**src/rtl/stat_pkg.sv**
```systemverilog
package stat_pkg;
  localparam int AW = 10;
  localparam logic [AW-1:0] BASE_CLR  = 10'h100;
  localparam logic [AW-1:0] BASE_KEEP = 10'h200;
  localparam logic [AW-1:0] ADDR_OVF  = 10'h010;

  typedef enum logic [1:0] {WIN_NONE, WIN_CLR, WIN_KEEP, WIN_OVF} win_e;
endpackage

```
**src/rtl/stat_ctr.sv**
```systemverilog
module stat_ctr #(
  parameter int CW = 32
) (
  input  logic          clk,
  input  logic          rst_n,
  input  logic          inc_en,
  input  logic [CW-1:0] inc_amt,
  input  logic          clr,
  output logic [CW-1:0] value,
  output logic          wrap
);
  function automatic logic [CW:0] add_carry(input logic [CW-1:0] a, input logic [CW-1:0] b);
    return {1'b0, a} + {1'b0, b};
  endfunction

  logic [CW-1:0] add;
  logic [CW:0]   sum;
  logic [CW-1:0] nxt;

  always_comb begin
    add  = inc_en ? inc_amt : '0;
    sum  = add_carry(value, add);
    nxt  = clr ? add : sum[CW-1:0];
    wrap = !clr && sum[CW];
  end

  always_ff @(posedge clk) begin
    if (!rst_n) value <= '0;
    else        value <= nxt;
  end
endmodule

```
**src/rtl/stat_host_dec.sv**
```systemverilog
module stat_host_dec
  import stat_pkg::*;
#(
  parameter int N_CNT = 4,
  parameter int CW    = 32,
  localparam int IW   = $clog2(N_CNT),
  localparam int BIW  = $clog2(CW / 8),
  localparam int OW   = IW + BIW
) (
  input  logic [AW-1:0]    addr,
  input  logic             rd,
  input  logic             wr,
  input  logic [7:0]       wdata,
  output win_e             win,
  output logic [IW-1:0]    sel,
  output logic [BIW-1:0]   lane,
  output logic             snap_en,
  output logic [N_CNT-1:0] clr_vec,
  output logic [N_CNT-1:0] ovf_w1c
);
  always_comb begin
    if (addr[AW-1:OW] == BASE_CLR[AW-1:OW])       win = WIN_CLR;
    else if (addr[AW-1:OW] == BASE_KEEP[AW-1:OW]) win = WIN_KEEP;
    else if (addr == ADDR_OVF)                    win = WIN_OVF;
    else                                          win = WIN_NONE;
    sel     = addr[OW-1:BIW];
    lane    = addr[BIW-1:0];
    snap_en = rd && (win == WIN_CLR || win == WIN_KEEP) && lane == '0;
    clr_vec = (rd && win == WIN_CLR && lane == '0) ? (N_CNT'(1) << sel) : '0;
    ovf_w1c = (wr && win == WIN_OVF) ? wdata[N_CNT-1:0] : '0;
  end
endmodule

```
**src/rtl/stat_rd_mux.sv**
```systemverilog
module stat_rd_mux
  import stat_pkg::*;
#(
  parameter int N_CNT = 4,
  parameter int CW    = 32,
  localparam int IW   = $clog2(N_CNT),
  localparam int BIW  = $clog2(CW / 8)
) (
  input  logic                clk,
  input  logic                rst_n,
  input  logic                rd,
  input  win_e                win,
  input  logic [IW-1:0]       sel,
  input  logic [BIW-1:0]      lane,
  input  logic                snap_en,
  input  logic [N_CNT*CW-1:0] cnt_flat,
  input  logic [N_CNT-1:0]    ovf,
  output logic [7:0]          rdata
);
  logic [CW-1:0] live;
  logic [CW-1:0] snap;
  logic [7:0]    rd_byte;

  always_comb begin
    live = cnt_flat[int'(sel)*CW +: CW];
    case (win)
      WIN_CLR, WIN_KEEP: rd_byte = (lane == '0) ? live[7:0] : snap[{lane, 3'b000} +: 8];
      WIN_OVF:           rd_byte = 8'(ovf);
      default:           rd_byte = 8'h00;
    endcase
  end

  always_ff @(posedge clk) begin
    if (!rst_n) begin
      snap  <= '0;
      rdata <= 8'h00;
    end else begin
      if (snap_en) snap  <= live;
      if (rd)      rdata <= rd_byte;
    end
  end
endmodule

```
**src/rtl/stat_bank.sv**
```systemverilog
module stat_bank
  import stat_pkg::*;
#(
  parameter int CW   = 32,
  parameter int LENW = 16
) (
  input  logic            clk,
  input  logic            rst_n,
  input  logic            rx_frame_stb,
  input  logic            rx_byte_stb,
  input  logic [LENW-1:0] rx_byte_len,
  input  logic            tx_frame_stb,
  input  logic            tx_byte_stb,
  input  logic [LENW-1:0] tx_byte_len,
  input  logic [AW-1:0]   host_addr,
  input  logic            host_rd,
  input  logic            host_wr,
  input  logic [7:0]      host_wdata,
  output logic [7:0]      host_rdata
);
  localparam int N_CNT = 4;
  localparam int IW    = $clog2(N_CNT);
  localparam int BIW   = $clog2(CW / 8);

  logic [N_CNT-1:0]    inc_en;
  logic [N_CNT*CW-1:0] amt_flat;
  logic [N_CNT*CW-1:0] cnt_flat;
  logic [N_CNT-1:0]    clr_vec;
  logic [N_CNT-1:0]    wrap_vec;
  logic [N_CNT-1:0]    ovf_w1c;
  logic [N_CNT-1:0]    ovf;
  win_e                win;
  logic [IW-1:0]       sel;
  logic [BIW-1:0]      lane;
  logic                snap_en;

  assign inc_en   = {tx_byte_stb, tx_frame_stb, rx_byte_stb, rx_frame_stb};
  assign amt_flat = {CW'(tx_byte_len), CW'(1), CW'(rx_byte_len), CW'(1)};

  stat_host_dec #(.N_CNT(N_CNT), .CW(CW)) u_dec (
    .addr(host_addr), .rd(host_rd), .wr(host_wr), .wdata(host_wdata),
    .win(win), .sel(sel), .lane(lane), .snap_en(snap_en),
    .clr_vec(clr_vec), .ovf_w1c(ovf_w1c)
  );

  for (genvar k = 0; k < N_CNT; k++) begin : g_ctr
    stat_ctr #(.CW(CW)) u_ctr (
      .clk(clk), .rst_n(rst_n),
      .inc_en(inc_en[k]), .inc_amt(amt_flat[k*CW +: CW]), .clr(clr_vec[k]),
      .value(cnt_flat[k*CW +: CW]), .wrap(wrap_vec[k])
    );
  end

  always_ff @(posedge clk) begin
    if (!rst_n) ovf <= '0;
    else        ovf <= (ovf & ~ovf_w1c) | wrap_vec;
  end

  stat_rd_mux #(.N_CNT(N_CNT), .CW(CW)) u_rd (
    .clk(clk), .rst_n(rst_n), .rd(host_rd), .win(win), .sel(sel), .lane(lane),
    .snap_en(snap_en), .cnt_flat(cnt_flat), .ovf(ovf), .rdata(host_rdata)
  );
endmodule

```
**config.mk**
```make
export PLATFORM = sky130hd
export DESIGN_NAME = stat_bank
export DESIGN_NICKNAME = d
export VERILOG_FILES = /design/src/rtl/stat_pkg.sv /design/src/rtl/stat_ctr.sv /design/src/rtl/stat_host_dec.sv /design/src/rtl/stat_rd_mux.sv /design/src/rtl/stat_bank.sv
export SDC_FILE = /design/constraint.sdc
export NUM_CORES = 1
export LEC_CHECK = 0
export BUFFER_PORTS_ARGS = -buffer_cell sky130_fd_sc_hd__buf_2
export CORE_MARGIN = 8
export CORE_UTILIZATION = 57
export CTS_CLUSTER_SIZE = 30
export DETAILED_ROUTE_END_ITERATION = 7
export HOLD_SLACK_MARGIN = 0.06
export PLACE_DENSITY = 0.76
export SKIP_CTS_REPAIR_TIMING = 1
export SLEW_MARGIN = 20
export SYNTH_ARGS = -nofsm -noshare
export SYNTH_HDL_FRONTEND = slang
export SYNTH_SLANG_ARGS = --single-unit
```
**constraint.sdc**
```tcl
create_clock -name clk -period 7.8 [get_ports clk]
set_input_delay 1.17 -clock clk [delete_from_list [all_inputs] [get_ports clk]]
set_output_delay 1.17 -clock clk [all_outputs]
set_load 0.01 [all_outputs]
```
=== Word-level counts from Yosys, hierarchy flattened ===
Cells that the tools add are included.

* Register bits after elaboration: 172
* Input port bits: 58
* Word-level logic and storage cells: 54
* Output and inout port bits: 8

* Multiplexer cells: 15
* Shift operators: 3
* Reductions and logical operators: 16
* Equal/unequal tests: 6
* Add/sub/neg operators: 4
* Bitwise operators: 3

{| class="wikitable"
|+ Operators by type and width
! operator !! number
|-
| $add 32x32->33 || 4
|-
| $mux 32 || 4
|-
| $shiftx 128x8->32 || 1
|-
| $mux 16 || 2
|-
| $shiftx 32x6->8 || 1
|-
| $pmux 8 s2 || 1
|-
| $eq 10x5->1 const B || 1
|-
| $logic_and 1x1->1 || 9
|-
| $mux 4 || 2
|-
| $mux 8 || 1
|-
| $eq 6x5->1 const B || 1
|-
| $eq 6x6->1 const B || 1
|-
| $mux 2 || 3
|-
| $and 4x4->4 || 1
|-
| $eq 2x2->1 const B || 2
|-
| $logic_not 1->1 || 4
|-
| $not 4->4 || 1
|-
| $or 4x4->4 || 1
|-
| $shl 1x2->4 const A || 1
|-
| $eq 2x1->1 const B || 1
|-
| $logic_not 2->1 || 1
|-
| $mux 1 || 2
|-
| $reduce_or 2->1 || 1
|-
| $logic_or 1x1->1 || 1
|}

=== Longest topological paths before layout ===
Gate-level depths: netlist (run 1).

* Depth after elaboration: 11
* Mapped depth: 13
* Gate-level depth less buffers: 13

=== Hierarchy ===
Synthesis (run 1) repeated with hierarchy kept, for this count alone.

* Cells, all modules: 1841
* Area total of the unflattened synthesis: 14963.1 um2

{| class="wikitable"
|+ Modules (own cells, without submodules)
! module !! times used !! seq. area each (um2) !! area an instance (um2) !! cells an instance
|-
| stat_ctr (g_ctr[0].u_ctr ...) || 2 || 640.6 || 2954.1 || 389
|-
| stat_ctr (g_ctr[2].u_ctr) || 1 || 640.6 || 3211.8 || 413
|-
| stat_ctr (g_ctr[3].u_ctr) || 1 || 640.6 || 3206.8 || 413
|-
| stat_rd_mux || 1 || 640.6 || 2252.2 || 195
|-
| stat_host_dec || 1 || 0.0 || 211.5 || 28
|-
| stat_bank || 1 || 80.1 || 172.7 || 14
|}

=== Worst setup path after synthesis (run 1) ===
Ideal clock, no wire load.

* Path kind: input -> register
* Start: input port host_addr[1]
* End: register u_rd.snap[13]
* Arrival time: 3.406 ns
* Setup time: 0.070 ns
* Slack: 4.323 ns
* Buffers on the path: 2
* Stages on the path: 13
* Required time: 7.730 ns
* Path through: or2_2 -> or3_1 -> nor2_1 -> mux2i_1 -> or3_1 -> inv_1 -> ha_1 -> nand2_1 -> or2_2 -> clkbuf_1 -> clkbuf_1 -> nand2_1 -> a21oi_1

* Cells in the longest elaborated chain, start to end: 8
* Elaborated cells on any way between the ends: 10
* Classes of those cells: 3 x eq/ne; 3 x mux; 4 x reduce/logical

{| class="wikitable"
|+ Ends and longest elaborated chain
! element !! RTL line !! text
|-
| from (decl) || stat_bank.sv:15 || <nowiki>input logic [AW-1:0] host_addr,</nowiki>
|-
| $eq 10x5->1 || stat_host_dec.sv:24 || <nowiki>else if (addr == ADDR_OVF) win = WIN_OVF;</nowiki>
|-
| $mux 2 || stat_host_dec.sv:24 ||
|-
| $mux 2 || stat_host_dec.sv:23 || <nowiki>else if (addr[AW-1:OW] == BASE_KEEP[AW-1:OW]) win = WIN_KEEP;</nowiki>
|-
| $mux 2 || stat_host_dec.sv:22 || <nowiki>if (addr[AW-1:OW] == BASE_CLR[AW-1:OW]) win = WIN_CLR;</nowiki>
|-
| $eq 2x1->1 / $eq 2x2->1 (equally long branches) || stat_host_dec.sv:28 || <nowiki>snap_en = rd && (win == WIN_CLR || win == WIN_KEEP) && lane == '0;</nowiki>
|-
| $logic_or 1x1->1 || stat_host_dec.sv:28 ||
|-
| $logic_and 1x1->1 || stat_host_dec.sv:28 ||
|-
| $logic_and 1x1->1 (*) || stat_host_dec.sv:28 ||
|-
| to (signal assigned) || stat_rd_mux.sv:38 || <nowiki>if (snap_en) snap <= live;</nowiki>
|-
| to (decl) || stat_rd_mux.sv:21 || <nowiki>logic [CW-1:0] snap;</nowiki>
|}

Every way passes the cells marked *; elsewhere a longest branch is shown, timed or not.
A chain may end at the register's enable or synchronous reset.

=== Final worst setup path (run 1) ===
* Start: input port host_addr[1]
* End: register u_rd.rdata[7]

* Cells in the longest elaborated chain, start to end: 7
* Elaborated cells on any way between the ends: 12
* Classes of those cells: 4 x eq/ne; 1 x shift; 5 x mux; 2 x reduce/logical

{| class="wikitable"
|+ Ends and longest elaborated chain
! element !! RTL line !! text
|-
| $eq 10x5->1 || stat_host_dec.sv:24 ||
|-
| $mux 2 || stat_host_dec.sv:24 ||
|-
| $mux 2 || stat_host_dec.sv:23 ||
|-
| $mux 2 || stat_host_dec.sv:22 ||
|-
| $eq 2x1->1 / $eq 2x2->1 (equally long branches) || stat_rd_mux.sv:26 || <nowiki>case (win)</nowiki>
|-
| $reduce_or 2->1 || stat_rd_mux.sv:26 ||
|-
| $pmux 8 s2 (*) || stat_rd_mux.sv:26 ||
|-
| to (signal assigned) || stat_rd_mux.sv:39 || <nowiki>if (rd) rdata <= rd_byte;</nowiki>
|-
| to (decl) || stat_rd_mux.sv:18 || <nowiki>output logic [7:0] rdata</nowiki>
|}

Marked as above.

==> impl_results.md, run 1 <==
* Launching point of the worst reg2reg path: g_ctr[2].u_ctr.value[0]
* GR Overflow Total at 0
* Register area share after synthesis at 32.5%
* DRC Markers at 0
* Setup total negative slack at 0 ps
* Required time worst endpoint at 8180 ps
* Number of max-slew violations in the final report at 0
* Die area at 22200 um^2
* Capturing point of the worst reg2reg path: ovf[2]
* Worst slack, placed at 3810 ps
* Die outline width at 149 um
* Type of the worst setup path: input port to flop
* Final count of hold timing violations at 0
* Clock input transition at the sequential cells of the worst setup and hold paths at 70 ps
* Area of the core at 17300 um^2
* Io pins at 66
* Arrival time of data at the critical path endpoint at 4020 ps
* Slowest stage cell, crit path: or2_2
* Number of nets in the final layout at 1342
* Comb power frac at 15.5%
* Worst IR drop on VDD at 0.172 mV
* Flop pwr share at 42.2%
* DRT Pass-1 Iters at 5
* Synthesized net count at 1325
* Cell taking the most area after synthesis: dfxtp_1
* Number of unique standard cell types used by synthesis at 66
* Post-synthesis instance area at 10100 um^2
* Hold path endpoint: u_rd.snap[17]
* CTS Buffer Depth at 2
* Worst setup SP type: input port
* Number of stages on the worst hold path at 2
* Post-Synthesis Mean Instance Area at 8.23 um^2
* Time the worst path needs with I/O delays and setup at 3640 ps
* Setup slack of the critical path after layout at 4160 ps
* Most area-consuming cells after synthesis: dfxtp_1, mux4_2, nand2_1
* Setup crit end kind: flop
* Port Buffer Count at 61
* Standard-cell rows at 48
* Minimum setup slack among reg-to-reg paths at 4980 ps
* Count of buffering cells on the critical path with inverters included at 2
* Peak clock frequency supported by timing at 275 MHz
* Flip-flop and latch area at 3280 um^2
* Count of antenna-violating nets left after detailed routing at 0
* Share of Yosys cell area claimed by the top area cell type at 32.5%
* Post-detailed-placement half-perimeter wirelength at 20000 um
* Global placement routability congestion at 0.921
* Ordered cell list for the critical path: buf_2, or2_2, or3_1, nor2_1, mux2i_1, or3_1, inv_1, ha_1, nand2_1, nor2_1, o21ai_0, a211oi_1, a21oi_1, nor2_1
* Final period utilization at 46.7%
* Layout overhead on the synthesized area at 9.72%
* Via-to-Cell Ratio at 6.20
* Most frequently used flop master after synthesis: dfxtp_1
* Later-pin clock latency in the skew report at 450 ps
* Vias in the first global route at 8406
* Post-DR wirelength/cell at 18.3 um
* Total power density per cell area at 193 nW/um^2
* Static Leak at 4.25 nW
* Setup repair after global routing missed its margin: false
* Routed WL at 27200 um
* Worst min-delay path class: flop to flop
* Worst max-slew margin expressed relative to the limit at 30.7%
* Post-synthesis cell count at 1227
* Initial DRC count at 812
* Worst slew pin tran at 1040 ps
* Maximum number of pins on one net before global-route repair at 53
* Total area of multi-input combinational cells at 6450 um^2
* Stage delay of the slowest cell on the critical path at 440 ps
* Outcome: finished, final reports clean
* CTS buffer count at 17
* Synth Warn # at 0
* H-Tree Level Count at 4
* Antenna violations before repair at 0
* Overall via count from detail_route at 9187
* Die outline height at 149 um
* Clock Skews at 9.49 ps
* Wire length of the first global-routing pass at 43300 um
* Peak fanout along the critical path at 12
* Filler cell count in the final layout at 1499
* Dominant delay contributor by cell family on the critical path: simple AND/OR/NAND/NOR gates
* Starting density of the core at 58.4%
* Count of flip-flops with a built-in enable after synthesis at 0
* Number of max-cap violations at 0
* Most used cell along the critical path: nor2_1
* Net switching component of the power at 0.596 mW
* Final Setup Violations at 0
* Logic depth of the worst register-to-register path at 7
* Hold Crit Start: u_rd.snap[17]
* Int Pwr at 1.54 mW
* Share of flip-flops with an asynchronous set or reset at 0%
* Clock net sink count at 164
* CTS tree: yes
* Share of layout cells above drive strength 1 at 12.9%
* Clock group share of total power at 42.3%
* Sw Ratio at 27.9%
* Clock root buffer: clkbuf_16
* Antenna cell count at 0
* Flip-flop and latch count after synthesis at 164
* Post-route worst hold slack at 453 ps
* Tot GR Track Use at 24.5%
## logic make-up (layout without fill, tap and decap cells)
logic type      count (synthesis)  count (layout)  synth area share, %
buf+inv                        91             121                 3.64
fa+ha+maj                      40              40                 5.10
flops                         164             164                 32.5
simple gates                  551             551                 27.0
xor+xnor                       70              70                 6.07
compound gates                245             245                 15.2
mux                            66              66                 10.5
## stage by stage
step	cells	area, um^2	util [%]	total power, mW
finish	1482	11100	64.1	2.13
global route	1482	11100	64.1	2.21
CTS	1482	11100	64.0	2.13
detailed placement	1450	10400	60.4	1.24
global placement	1450	10400	60.4	1.23
floorplan	1227	10100	-	1.16
## cell usage after synthesis, drive strengths merged, types with 22 or more instances
cell,number
a211oi,23
a21oi,87
and2,41
clkbuf,50
dfxtp,164
ha,38
inv,22
mux2i,34
mux4,32
nand2,151
nand3,57
nand4,32
nor2,129
nor3,32
o21ai,52
or3,25
xnor2,33
xor2,37
## metal layers
| layer | routed length [um] | track usage (%) |
|---|---|---|
| met1 | 12200 | 33.8 |
| met2 | 12100 | 38.0 |
| met3 | 2400 | 4.76 |
| met4 | 474 | 7.72 |
| met5 | 0 | 0 |
## worst register-to-register path, cell delays in order (launching register included)
cell and delay, ps:
dfxtp_1 360, ha_1 180, ha_1 210, nand2_1 70, nor3_1 500, nand4_1 490, nor4_1 760, a31o_2 200
## area by class of cell
class                   count  area share, %
clock inverters            11           1.35
inverters                  22          0.745
clock buffers              21           4.34
multi-input cells         972           58.2
repair buffers             67           3.16
well taps                 225           2.54
flip-flops and latches    164           29.6
## flip-flops by register name (all words and copies together) (netlist names)
signal	cells
g_ctr.u_ctr.value	128
u_rd.snap	24
u_rd.rdata	8
ovf	4
## layout by cell type, fill, tap and decap left out, drive strengths merged, types with 12 or more instances in the layout
| cell type | Yosys | routed |
|---|---|---|
| and2 | 41 | 41 |
| and3 | 21 | 21 |
| inv | 22 | 22 |
| nor2 | 129 | 129 |
| clkbuf | 50 | 21 |
| buf | 19 | 67 |
| mux2i | 34 | 34 |
| nor4 | 14 | 14 |
| nand4 | 32 | 32 |
| o21a | 12 | 12 |
| a21oi | 87 | 87 |
| or3 | 25 | 25 |
| o21ai | 52 | 52 |
| dfxtp | 164 | 164 |
| nand3 | 57 | 57 |
| xnor2 | 33 | 33 |
| a211oi | 23 | 23 |
| nand2 | 151 | 151 |
| ha | 38 | 38 |
| mux4 | 32 | 32 |
| nor3 | 32 | 32 |
| xor2 | 37 | 37 |
| or2 | 12 | 12 |
| a21o | 15 | 15 |
## worst max-delay path by stage
stage,start,endpoint,slack (ps),cells after the start
floorplan,host_addr[1],u_rd.snap[13],4320,13
global placement,tx_byte_stb,g_ctr[3].u_ctr.value[22],3850,10
detailed placement,tx_byte_stb,g_ctr[3].u_ctr.value[24],3810,10
CTS,host_addr[1],u_rd.rdata[7],4220,14
global route,host_addr[1],u_rd.rdata[7],3920,14
finish,host_addr[1],u_rd.rdata[7],4160,14
## power groups by stage
| stage | Sequential, mW | Combinational, mW | Clock [mW] |
|---|---|---|---|
| after floorplan | 0.898 | 0.258 | 0 |
| after global placement | 0.917 | 0.317 | 0 |
| after detailed placement | 0.917 | 0.323 | 0 |
| after CTS | 0.899 | 0.326 | 0.909 |
| after global routing | 0.903 | 0.367 | 0.944 |
| final | 0.901 | 0.332 | 0.902 |
No activity file was read; power rests on OpenSTA's default activity.
==> run 2: changes to the inputs <==
==> constraint.sdc (replaced) <==
create_clock -name clk -period 3.5 [get_ports clk]
set_input_delay 0.525 -clock clk [delete_from_list [all_inputs] [get_ports clk]]
set_output_delay 0.525 -clock clk [all_outputs]
set_load 0.01 [all_outputs]
==> run 2 against run 1 <==
  * Clock skew rose by 0.94 ps
  * Critical path depth fell by 2
  * Hold slack got worse by 91 ps
  * Clock power rose by 130%
  * Largest power group unchanged
==> impl_results.md, run 2 (same netlist as run 1, synthesis figures left out) <==
* Total power density per cell area at 433 nW/um^2
* Clock root buffer: clkbuf_16
* Net switching component of the power at 1.32 mW
* Initial DRC count at 787
* GR Overflow Total at 0
* CTS Buffer Depth at 2
* Overall power of the completed layout at 4.86 mW
* Dpl cell area at 10600 um^2
* Clock input transition at the sequential cells of the worst setup and hold paths at 70 ps
* Starting density of the core at 58.4%
* Number of nets in the final layout at 1356
* Tot GR Track Use at 25.2%
* CTS buffer count at 17
* Layout overhead on the synthesized area at 11.0%
* Die outline width at 149 um
* Setup total negative slack at 0 ps
* Static Leak at 4.33 nW
* Standard-cell rows at 48
* Peak clock frequency supported by timing at 342 MHz
* Time the worst path needs with I/O delays and setup at 2920 ps
* Setup repair after global routing missed its margin: false
* DRC Markers at 0
* Leading cell type in the layout, fill and taps excluded: dfxtp_1
* Vias in the first global route at 8656
* Worst max-slew margin expressed relative to the limit at 23.3%
* DRT Pass-1 Iters at 5
* Leading cell types in the layout, fill and taps excluded: dfxtp_1, nand2_1, nor2_1, a21oi_1, buf_2
* Peak fanout along the critical path at 24
* Worst IR drop on VDD at 0.347 mV
* Worst slew pin tran at 1150 ps
* Regs by FF count: g_ctr.u_ctr.value: 128 flops, u_rd.snap: 24 flops, u_rd.rdata: 8 flops
* Final count of hold timing violations at 0
* Antenna violations before repair at 0
* Worst setup SP type: input port
* Final period utilization at 83.5%
* Count of antenna-violating nets left after detailed routing at 0
* Cell area after layout at 11200 um^2
* Int Pwr at 3.54 mW
* Type of the worst setup path: input port to flop
* Port Buffer Count at 61
* Via-to-Cell Ratio at 6.27
* Overall via count from detail_route at 9378
* Routed WL at 28000 um
* Maximum number of pins on one net before global-route repair at 48
* Global placement routability congestion at 0.932
* Arrival time of data at the critical path endpoint at 3270 ps
* Clock group share of total power at 43.0%
* Final Setup Violations at 0
* Number of max-cap violations at 0
* Die area at 22200 um^2
* Post-route worst hold slack at 362 ps
* Required time worst endpoint at 3850 ps
* Post-DR wirelength/cell at 18.7 um
* CTS tree: yes
* H-Tree Level Count at 4
* Sw Ratio at 27.1%
* Setup crit end kind: flop
* Clock Skews at 10.4 ps
* Worst min-delay path class: input port to flop
* Comb power frac at 15.7%
* Later-pin clock latency in the skew report at 430 ps
* Post-detailed-placement half-perimeter wirelength at 20400 um
* Antenna cell count at 0
* Die outline height at 149 um
* Outcome: finished, final reports clean
* Number of max-slew violations in the final report at 0
* Area of the core at 17300 um^2
* Share of layout cells above drive strength 1 at 13.7%
* Wire length of the first global-routing pass at 44900 um
* Clock net sink count at 164
* Register ranked first by flip-flop count: g_ctr.u_ctr.value
* Flop pwr share at 41.4%
* Io pins at 66
* Number of flip-flops in the largest register at 128
[run 2: changes by cell type in the layout (fill, tap and decap cells not counted)]
cell,previous run,this run
nand2_1,150,151
clkinv_4,4,3
buf_4,6,20
nand2_2,1,0
clkbuf_8,4,2
clkinv_2,2,1
bufinv_16,3,5
clkinvlp_4,2,3
[run 2: area by class of cell]
type	count	area (um^2)
clock buffer	19	453
clock inverter	12	204
fill	1458	6080
inverter	22	82.6
multi-input combinational	972	6450
sequential	164	3280
tap	225	282
timing repair buffer	81	455
[run 2: power groups by stage]
stage	combinational, mW	sequential (mW)	clock [mW]
global placement	0.725	2.05	0
detailed placement	0.735	2.05	0
floorplan	0.574	2.00	0
global route	0.839	2.01	2.18
finish	0.761	2.01	2.09
CTS	0.746	2.01	2.11
[run 2: critical path, cell delays in order]
cell and delay [ps]:
buf_2 190, or2_2 420, or3_1 350, nor2_1 100, mux2i_1 70, or3_1 380, inv_1 70, ha_1 270
nand2_1 120, or2_2 430, nand2_1 150, a21oi_1 180
[run 2: final timing paths]
kind	from	slack [ps]	to	depth (start not counted)
min reg2reg	u_rd.snap[13]	450	u_rd.snap[13]	2
min	tx_frame_stb	360	g_ctr[2].u_ctr.value[0]	3
max reg2reg	g_ctr[1].u_ctr.value[0]	710	g_ctr[1].u_ctr.value[20]	8
max	host_addr[1]	580	u_rd.snap[30]	12
[run 2: metrics by stage]
stage / utilization [%] / cells / setup slack (ps)
after floorplan: - / 1227 / 668
after global placement: 61.0 / 1464 / 312
after detailed placement: 61.0 / 1464 / 259
after CTS: 64.8 / 1495 / 633
after global routing: 64.8 / 1495 / 400
final: 64.8 / 1495 / 576
[run 2: layer usage]
layer | part of all wire (%) | wire (um) | GRT usage [%]
met1 | 44 | 12300 | 34.6
met2 | 45 | 12500 | 38.9
met3 | 8.7 | 2440 | 4.58
met4 | 2.3 | 654 | 9.19
met5 | 0 | 0 | 0
